### src/rtl/txser_pkg.sv
package txser_pkg;
  typedef enum logic [1:0] {
    AL_ARM  = 2'd0,
    AL_SEEK = 2'd1,
    AL_LOCK = 2'd2
  } align_state_e;

  function automatic int unsigned cnt_w(input int unsigned n);
    return (n <= 2) ? 1 : $clog2(n);
  endfunction
endpackage

### src/rtl/txser_align.sv
module txser_align
  import txser_pkg::*;
#(
  parameter int unsigned SYM_W       = 10,
  parameter int unsigned SYNC_STAGES = 2,
  parameter int unsigned CNT_W       = 4
) (
  input  logic clk,
  input  logic rst_n,
  input  logic wclk_i,
  input  logic full_rate_i,
  output logic cap_o,
  output logic locked_o
);
  localparam int unsigned ARM_N = SYNC_STAGES + 1;
  localparam int unsigned ARM_W = cnt_w(ARM_N + 1);

  logic [SYNC_STAGES-1:0] sync_q;
  logic                   prev_q;
  logic [ARM_W-1:0]       arm_cnt;
  logic [CNT_W-1:0]       bit_cnt;
  logic [CNT_W-1:0]       lock_pt;
  align_state_e           st;
  logic                   sync_last;
  logic                   edge_hit;

  assign sync_last = sync_q[SYNC_STAGES-1];
  // half rate: falling edge only; full rate: any edge
  assign edge_hit  = full_rate_i ? (prev_q ^ sync_last) : (prev_q & ~sync_last);

  always_ff @(posedge clk or negedge rst_n) begin
    if (!rst_n) begin
      sync_q <= '0;
      prev_q <= 1'b0;
    end else begin
      sync_q <= {sync_q[SYNC_STAGES-2:0], wclk_i};
      prev_q <= sync_last;
    end
  end

  // free-running slot position
  always_ff @(posedge clk or negedge rst_n) begin
    if (!rst_n) bit_cnt <= '0;
    else if (bit_cnt == CNT_W'(SYM_W - 1)) bit_cnt <= '0;
    else bit_cnt <= bit_cnt + 1'b1;
  end

  always_ff @(posedge clk or negedge rst_n) begin
    if (!rst_n) begin
      st      <= AL_ARM;
      arm_cnt <= '0;
      lock_pt <= '0;
    end else begin
      unique case (st)
        AL_ARM: begin
          arm_cnt <= arm_cnt + 1'b1;
          if (arm_cnt == ARM_W'(ARM_N - 1)) st <= AL_SEEK;
        end
        AL_SEEK: begin
          if (edge_hit) begin
            lock_pt <= bit_cnt;
            st      <= AL_LOCK;
          end
        end
        default: st <= AL_LOCK;  // locked: never revisits the edge detector
      endcase
    end
  end

  assign locked_o = (st == AL_LOCK);
  assign cap_o    = locked_o && (bit_cnt == lock_pt);

  assert_lock_fixed_R6: assert property (@(posedge clk) disable iff (!rst_n)
    (st == AL_LOCK) |=> (st == AL_LOCK) && $stable(lock_pt));
endmodule

### src/rtl/txser_prbs.sv
module txser_prbs #(
  parameter int unsigned       SYM_W  = 10,
  parameter int unsigned       LFSR_W = 8,
  parameter logic [LFSR_W-1:0] TAPS   = 8'hB8,
  parameter logic [LFSR_W-1:0] SEED   = 8'h01
) (
  input  logic             clk,
  input  logic             rst_n,
  input  logic             step_i,
  output logic [SYM_W-1:0] sym_o
);
  logic [LFSR_W-1:0] state;
  logic [LFSR_W-1:0] chain [SYM_W+1];

  assign chain[0] = state;

  // one shift per symbol bit, unrolled over the slot
  for (genvar g = 0; g < SYM_W; g++) begin : g_step
    assign sym_o[g]    = chain[g][LFSR_W-1];
    assign chain[g+1]  = {chain[g][LFSR_W-2:0], ^(chain[g] & TAPS)};
  end

  always_ff @(posedge clk or negedge rst_n) begin
    if (!rst_n) state <= SEED;
    else if (step_i) state <= chain[SYM_W];
  end

  assert_lfsr_nonzero_R7: assert property (@(posedge clk) disable iff (!rst_n)
    state != '0);
endmodule

### src/rtl/txser_shift.sv
module txser_shift
  import txser_pkg::*;
#(
  parameter int unsigned SYM_W      = 10,
  parameter logic        IDLE_LEVEL = 1'b1
) (
  input  logic             clk,
  input  logic             rst_n,
  input  logic             cap_i,
  input  logic [SYM_W-1:0] sym_i,
  output logic             sout_o,
  output logic             link_o
);
  localparam int unsigned GAP_W = cnt_w(SYM_W) + 1;

  logic [SYM_W-1:0] hold_q;
  logic [SYM_W-1:0] shreg;
  logic             load_q;
  logic             link_q;

  always_ff @(posedge clk or negedge rst_n) begin
    if (!rst_n) begin
      hold_q <= '0;
      load_q <= 1'b0;
      shreg  <= '0;
      link_q <= 1'b0;
    end else begin
      if (cap_i) hold_q <= sym_i;
      load_q <= cap_i;
      if (load_q) begin
        shreg  <= hold_q;
        link_q <= 1'b1;
      end else begin
        shreg <= shreg >> 1;
      end
    end
  end

  assign sout_o = link_q ? shreg[0] : IDLE_LEVEL;
  assign link_o = link_q;

  // load spacing watch: reloads must be exactly one slot apart
  logic [GAP_W-1:0] gap;
  logic             primed;
  always_ff @(posedge clk or negedge rst_n) begin
    if (!rst_n) begin
      gap    <= '0;
      primed <= 1'b0;
    end else if (load_q) begin
      gap    <= '0;
      primed <= 1'b1;
    end else if (gap != '1) begin
      gap <= gap + 1'b1;
    end
  end

  assert_load_spacing_R2: assert property (@(posedge clk) disable iff (!rst_n)
    (load_q && primed) |-> (gap == GAP_W'(SYM_W - 1)));
endmodule

### src/rtl/txser_front.sv
module txser_front
  import txser_pkg::*;
#(
  parameter int unsigned       SYM_W       = 10,
  parameter int unsigned       RAW_W       = 8,
  parameter int unsigned       SYNC_STAGES = 2,
  parameter int unsigned       LFSR_W      = 8,
  parameter logic [LFSR_W-1:0] LFSR_TAPS   = 8'hB8,
  parameter logic [LFSR_W-1:0] LFSR_SEED   = 8'h01,
  parameter logic [SYM_W-1:0]  IDLE_SYM    = 10'h17C,
  parameter logic              IDLE_LEVEL  = 1'b1
) (
  input  logic             clk_bit,
  input  logic             rst_n,
  input  logic             wclk,
  input  logic             full_rate,
  input  logic             mode8,
  input  logic             prbs_on,
  input  logic             in_valid,
  output logic             in_ready,
  input  logic [SYM_W-1:0] in_data,
  output logic [RAW_W-1:0] enc_word,
  input  logic [SYM_W-1:0] enc_sym,
  output logic             sout,
  output logic             link_up
);
  localparam int unsigned CNT_W = cnt_w(SYM_W);

  logic             cap;
  logic             locked;
  logic [SYM_W-1:0] prbs_sym;
  logic [SYM_W-1:0] user_sym;
  logic [SYM_W-1:0] sym_sel;

  txser_align #(
    .SYM_W(SYM_W), .SYNC_STAGES(SYNC_STAGES), .CNT_W(CNT_W)
  ) u_align (
    .clk(clk_bit), .rst_n(rst_n), .wclk_i(wclk), .full_rate_i(full_rate),
    .cap_o(cap), .locked_o(locked)
  );

  txser_prbs #(
    .SYM_W(SYM_W), .LFSR_W(LFSR_W), .TAPS(LFSR_TAPS), .SEED(LFSR_SEED)
  ) u_prbs (
    .clk(clk_bit), .rst_n(rst_n), .step_i(cap && prbs_on), .sym_o(prbs_sym)
  );

  assign enc_word = in_data[RAW_W-1:0];
  assign user_sym = mode8 ? enc_sym : in_data;

  always_comb begin
    if (prbs_on)       sym_sel = prbs_sym;
    else if (in_valid) sym_sel = user_sym;
    else               sym_sel = IDLE_SYM;
  end

  assign in_ready = cap && !prbs_on;

  txser_shift #(
    .SYM_W(SYM_W), .IDLE_LEVEL(IDLE_LEVEL)
  ) u_shift (
    .clk(clk_bit), .rst_n(rst_n), .cap_i(cap), .sym_i(sym_sel),
    .sout_o(sout), .link_o(link_up)
  );

  assert_link_sticky_R10: assert property (@(posedge clk_bit) disable iff (!rst_n)
    link_up |=> link_up);

  assert_link_after_capture_R10: assert property (@(posedge clk_bit) disable iff (!rst_n)
    $rose(link_up) |-> ($past(cap, 2) && locked));
endmodule

### config.mk
export PLATFORM = sky130hd
export DESIGN_NAME = txser_front
export DESIGN_NICKNAME = d
export VERILOG_FILES = /design/src/rtl/txser_pkg.sv /design/src/rtl/txser_align.sv /design/src/rtl/txser_prbs.sv /design/src/rtl/txser_shift.sv /design/src/rtl/txser_front.sv
export SDC_FILE = /design/constraint.sdc
export NUM_CORES = 1
export LEC_CHECK = 0
export BUFFER_PORTS_ARGS = -buffer_cell sky130_fd_sc_hd__buf_2
export CORE_UTILIZATION = 59
export DETAILED_ROUTE_END_ITERATION = 12
export GPL_TIMING_DRIVEN = 0
export PLACE_DENSITY = 0.83
export SLEW_MARGIN = 25
export SYNTH_ARGS = -nofsm -noshare
export SYNTH_HDL_FRONTEND = slang
export SYNTH_SLANG_ARGS = --single-unit
### constraint.sdc
create_clock -name clk_bit -period 4.2 [get_ports clk_bit]
set_clock_uncertainty 0.15 [all_clocks]
set_input_delay 0.84 -clock clk_bit [delete_from_list [all_inputs] [get_ports clk_bit]]
set_output_delay 0.84 -clock clk_bit [all_outputs]
set_load 0.005 [all_outputs]
## After elaboration in Yosys (flattened, before gate mapping)

Cells that the tools add are included.

| storage, ports and cells | value |
|---|---|
| bits in registers | 45 |
| bits in latches | 0 |
| memory bits (writable) | 0 |
| bits in read-only memories | 0 |
| logic and storage cells | 50 |
| memories | 0 |

| cells by class | value |
|---|---|
| $add $sub $neg | 2 |
| multipliers | 0 |
| div/mod/pow operators | 0 |
| order comparisons | 0 |
| equality and inequality tests | 7 |
| shifts and indexed selects | 0 |
| multiplexer cells | 10 |
| bitwise operators | 3 |
| reductions and logical operators | 17 |

Operator list:

| operator | number |
|---|---|
| $reduce_xor 8->1 | 10 |
| $mux 10 | 4 |
| $add 4x1->4 const B | 1 |
| $eq 2x2->1 const B | 2 |
| $eq 4x4->1 | 1 |
| $eq 4x4->1 const B | 1 |
| $mux 2 | 2 |
| $mux 4 | 1 |
| $ne 2x1->1 const B | 2 |
| $pmux 2 s2 | 1 |
| $reduce_and 2->1 | 2 |
| $logic_and 1x1->1 | 3 |
| $add 2x1->2 const B | 1 |
| $eq 2x1->1 const B | 1 |
| $logic_not 2->1 | 1 |
| $mux 1 | 2 |
| $and 1x1->1 | 1 |
| $logic_not 1->1 | 1 |
| $not 1->1 | 1 |
| $xor 1x1->1 | 1 |

## Logic depth before layout (Yosys ltp)

| depth | value |
|---|---|
| word-level depth | 5 |
| mapped depth | 7 |
| gate-level depth less buffers | 6 |

## Cells and area by module

From an unflattened synthesis, not the netlist that was laid out.

| second synthesis, totals | value |
|---|---|
| cells, all modules | 196 |
| area, all modules | 2382.3 sq um |

Modules (own cells, without submodules):

| module | times used | cells an instance | area each (sq um) |
|---|---|---|---|
| txser_shift | 1 | 46 | 874.6 |
| txser_align | 1 | 52 | 649.4 |
| txser_prbs | 1 | 54 | 545.5 |
| txser_front | 1 | 44 | 312.8 |

## Worst setup path after synthesis

Ideal clock, no wire load.

| timing | value |
|---|---|
| path type | flip-flop to output port |
| from | register u_align.bit_cnt[0] |
| to | output in_ready |
| data arrival time | 1087 ps |
| required time | 3210 ps |
| slack | 2123 ps |
| cell stages (with the launch flop) | 5 |
| cells stage by stage | dfrtp_1 clkbuf_2 xnor2_2 nand4_4 nor3_1 |

| between the ends | value |
|---|---|
| word-level cells in the longest chain between the ends | 3 |

RTL lines:

| element | RTL line | text |
|---|---|---|
| from (decl) | txser_align.sv:21 | `logic [CNT_W-1:0] bit_cnt;` |
| from (signal assigned) | txser_align.sv:45 | `else bit_cnt <= bit_cnt + 1'b1;` |
| $eq 4x4->1 | txser_align.sv:71 | `assign cap_o = locked_o && (bit_cnt == lock_pt);` |
| $logic_and 1x1->1 | txser_align.sv:71 |  |
| $logic_and 1x1->1 | txser_front.sv:57 | `assign in_ready = cap && !prbs_on;` |
| to (decl) | txser_front.sv:20 | `output logic in_ready,` |

No other way between the ends.

## Worst setup path after layout

Same ends and word-level chain as after synthesis.

==> results.sh <==
export IMPL_outcome="completed"
export IMPL_grt_max_degree=46
export IMPL_diodes=0
export IMPL_post_cts_buffers=0
export IMPL_htree_levels=2
export IMPL_crit_fanout=8
export IMPL_grt_setup_unrepaired="false"
export IMPL_wl_per_cell_microns=13.4
export IMPL_yosys_top_cells_area="dfrtp_1 49%, mux2_2 13%, xnor2_1 7.0%"
export IMPL_die_h_microns=63.7
export IMPL_cts_buffers=5
export IMPL_startpoint_type="flop"
export IMPL_grt_ovfl_total=0
export IMPL_cts_tree="yes"
export IMPL_final_antenna_net_count=0
export IMPL_via_per_inst=5.16
export IMPL_post_route_drc_count=0
export IMPL_num_rows=22
export IMPL_ys_types=34
export IMPL_fmax_mhz=393
export IMPL_yosys_area_top_type_share_pct=49.0
export IMPL_fin_crit_sh_pct=60.6
export IMPL_clock_sinks=45
export IMPL_synth_top_area_cell="dfrtp_1"
export IMPL_die_area_sq_um=4060
export IMPL_place_hpwl_microns=2700
export IMPL_wl_microns=3670
export IMPL_cts_repair_resized=0
export IMPL_synthesis_nets=211
export IMPL_hold_viol=0
export IMPL_clk_latency_ns=0.29
export IMPL_fillers=268
export IMPL_placeableCoreArea_sq_um=3660
export IMPL_maxCapViolations=0
export IMPL_required_ns=3.21
export IMPL_slew_headroom_pct=63.1
export IMPL_worstMarginPinSlew_ns=0.554
export IMPL_synth_yosys_seq_area_share_pct=50.2
export IMPL_drt_initial_drc_count=61
export IMPL_fin_nets=254
export IMPL_synth_warnings=0
export IMPL_vias=1414
export IMPL_place_gp_congestion=0.809
export IMPL_drive_gt1_share_pct=41.6
export IMPL_drtPass1Iterations=4
export IMPL_fp_dieW_microns=63.7
export IMPL_peakVddDrop_mv=0.339
export IMPL_crit_type="reg -> out"
export IMPL_synth_edf_count=0
export IMPL_antenna_found_initial=0
export IMPL_syn_inst=182
export IMPL_cts_hold_buf=0
export IMPL_syn_area_sq_um=2250
export IMPL_powerDensity_nw_per_um2=610
export IMPL_slew_violations=0
export IMPL_path_clk_slew_ns=0.07
export IMPL_grt_pass1_vias=1466
export IMPL_cts_root_buf="clkbuf_8"
export IMPL_period_needed_ns=2.55
export IMPL_grt_usage_pct=21.4
export IMPL_clockBufferDepth=2
export IMPL_p_leak_nw=1.24
export IMPL_io_pins=38
export IMPL_hold_class="reg -> reg"
export IMPL_setup_violations_final=0
export IMPL_syn_area_per_cell_sq_um=12.3
export IMPL_start_util_pct=61.3
export IMPL_grt_pass1_wl_microns=6520
export IMPL_holdWs_ns=0.203
export IMPL_syn2layout_area_growth_pct=16.0
export IMPL_ys_async_sr_fraction_pct=100
export IMPL_crit_path_end_kind="primary output"
export IMPL_cp_arrival_ns=1.56
export IMPL_ys_flop_type="dfrtp_1"
export IMPL_tns_ns=0
export IMPL_ys_seq_elements=45
export IMPL_portBuffers=36
-- worst paths after layout --
path                       slack (ns)                 end          startpoint  cells after the start
setup / recovery                 1.65            in_ready  u_align.bit_cnt[0]                      5
hold / removal                   0.20   u_align.sync_q[1]   u_align.sync_q[0]                      0
setup reg to reg                 2.31   u_shift.hold_q[8]  u_align.bit_cnt[0]                      6
hold reg to reg                  0.20   u_align.sync_q[1]   u_align.sync_q[0]                      0
max in group asynchronous        3.13  u_align.bit_cnt[1]               rst_n                      1
min in group asynchronous        0.39    u_shift.shreg[2]               rst_n                      1
-- Yosys cell counts (2+ instances only) --
cell	instances
buf_6	2
nor3_1	6
buf_4	8
buf_2	3
xnor2_1	18
mux2_2	25
nand2_1	7
mux2i_1	10
ha_1	2
o22ai_1	6
or2_2	2
xor2_1	8
nor2_1	3
nand2b_1	2
clkbuf_1	3
mux2_4	3
dfrtp_1	44
nor2_4	2
inv_1	9
o21ai_0	5
-- routing by layer --
layer | global-route usage, % | vias to the layer above | wire (microns)
met4 | 5.97 | 0 | 42
met1 | 25.2 | 686 | 1600
met5 | 0 | - | 0
met2 | 38.2 | 36 | 1850
li1 | - | 686 | -
met3 | 5.43 | 6 | 172
-- cell families after synthesis --
logic type / count (synthesis) / synth area share [%]
muxes: 38 / 19.0
xor gates and xnor gates: 28 / 11.6
adders and majority gates: 2 / 1.11
DFF: 45 / 50.2
AOI/OAI and AO/OA: 16 / 4.46
buffers and inverters: 27 / 6.74
and+or+nand+nor: 26 / 6.91
-- placed cells by master (no fill, tap or decap), types with 2 or more instances in the layout --
cell type	instances
buf_2	38
buf_4	9
buf_6	2
clkbuf_1	4
clkbuf_8	6
dfrtp_1	44
ha_1	2
inv_1	9
mux2_2	25
mux2_4	3
mux2i_1	10
nand2_1	7
nand2b_1	2
nor2_1	3
nor2_4	2
nor3_1	6
o21ai_0	5
o22ai_1	6
or2_2	2
xnor2_1	18
xor2_1	8
-- critical path, stage by stage (launching register included) --
cell	delay, ns
dfrtp_1	0.36
clkbuf_2	0.16
xnor2_2	0.22
nand4_4	0.22
nor3_1	0.17
buf_2	0.14
-- registers in the layout, summed over array words and instances (netlist names) --
| register | count |
|---|---|
| u_align.prev_q | 1 |
| u_shift.load_q | 1 |
| u_shift.link_o | 1 |
| u_shift.shreg | 10 |
| u_align.arm_cnt | 2 |
| u_align.st | 2 |
| u_align.sync_q | 2 |
| u_shift.hold_q | 10 |
| u_prbs.state | 8 |
| u_align.bit_cnt | 4 |
| u_align.lock_pt | 4 |
-- final cells by class --
| class | instances | area (sq um) | area share, % |
|---|---|---|---|
| Buffer | 17 | 114 | 4.37 |
| Clock buffer | 7 | 86.3 | 3.31 |
| Clock inverter | 1 | 30.0 | 1.15 |
| Inverter | 10 | 37.5 | 1.44 |
| Multi-Input combinational cell | 110 | 967 | 37.1 |
| Sequential cell | 45 | 1130 | 43.3 |
| Tap cell | 48 | 60.1 | 2.31 |
| Timing Repair Buffer | 36 | 183 | 7.01 |
-- metrics by stage --
step	setup slack (ns)	cell area (sq um)	utilization [%]	power [mW]	std cells
floorplan	2.12	2250	-	1.15	182
finish	1.65	2610	71.2	1.59	274
detailed placement	1.91	2490	67.9	1.28	266
global route	1.49	2610	71.2	1.71	274
global placement	1.89	2490	67.9	1.25	266
CTS	1.61	2600	71.1	1.61	274
-- report_power, final --
group	internal [mW]	leakage, nW	switching (mW)
logic	0.325	0.633	0.257
registers	0.582	0.549	0.100
clock network	0.194	0.0585	0.132
(Power assumes the default switching activity.)
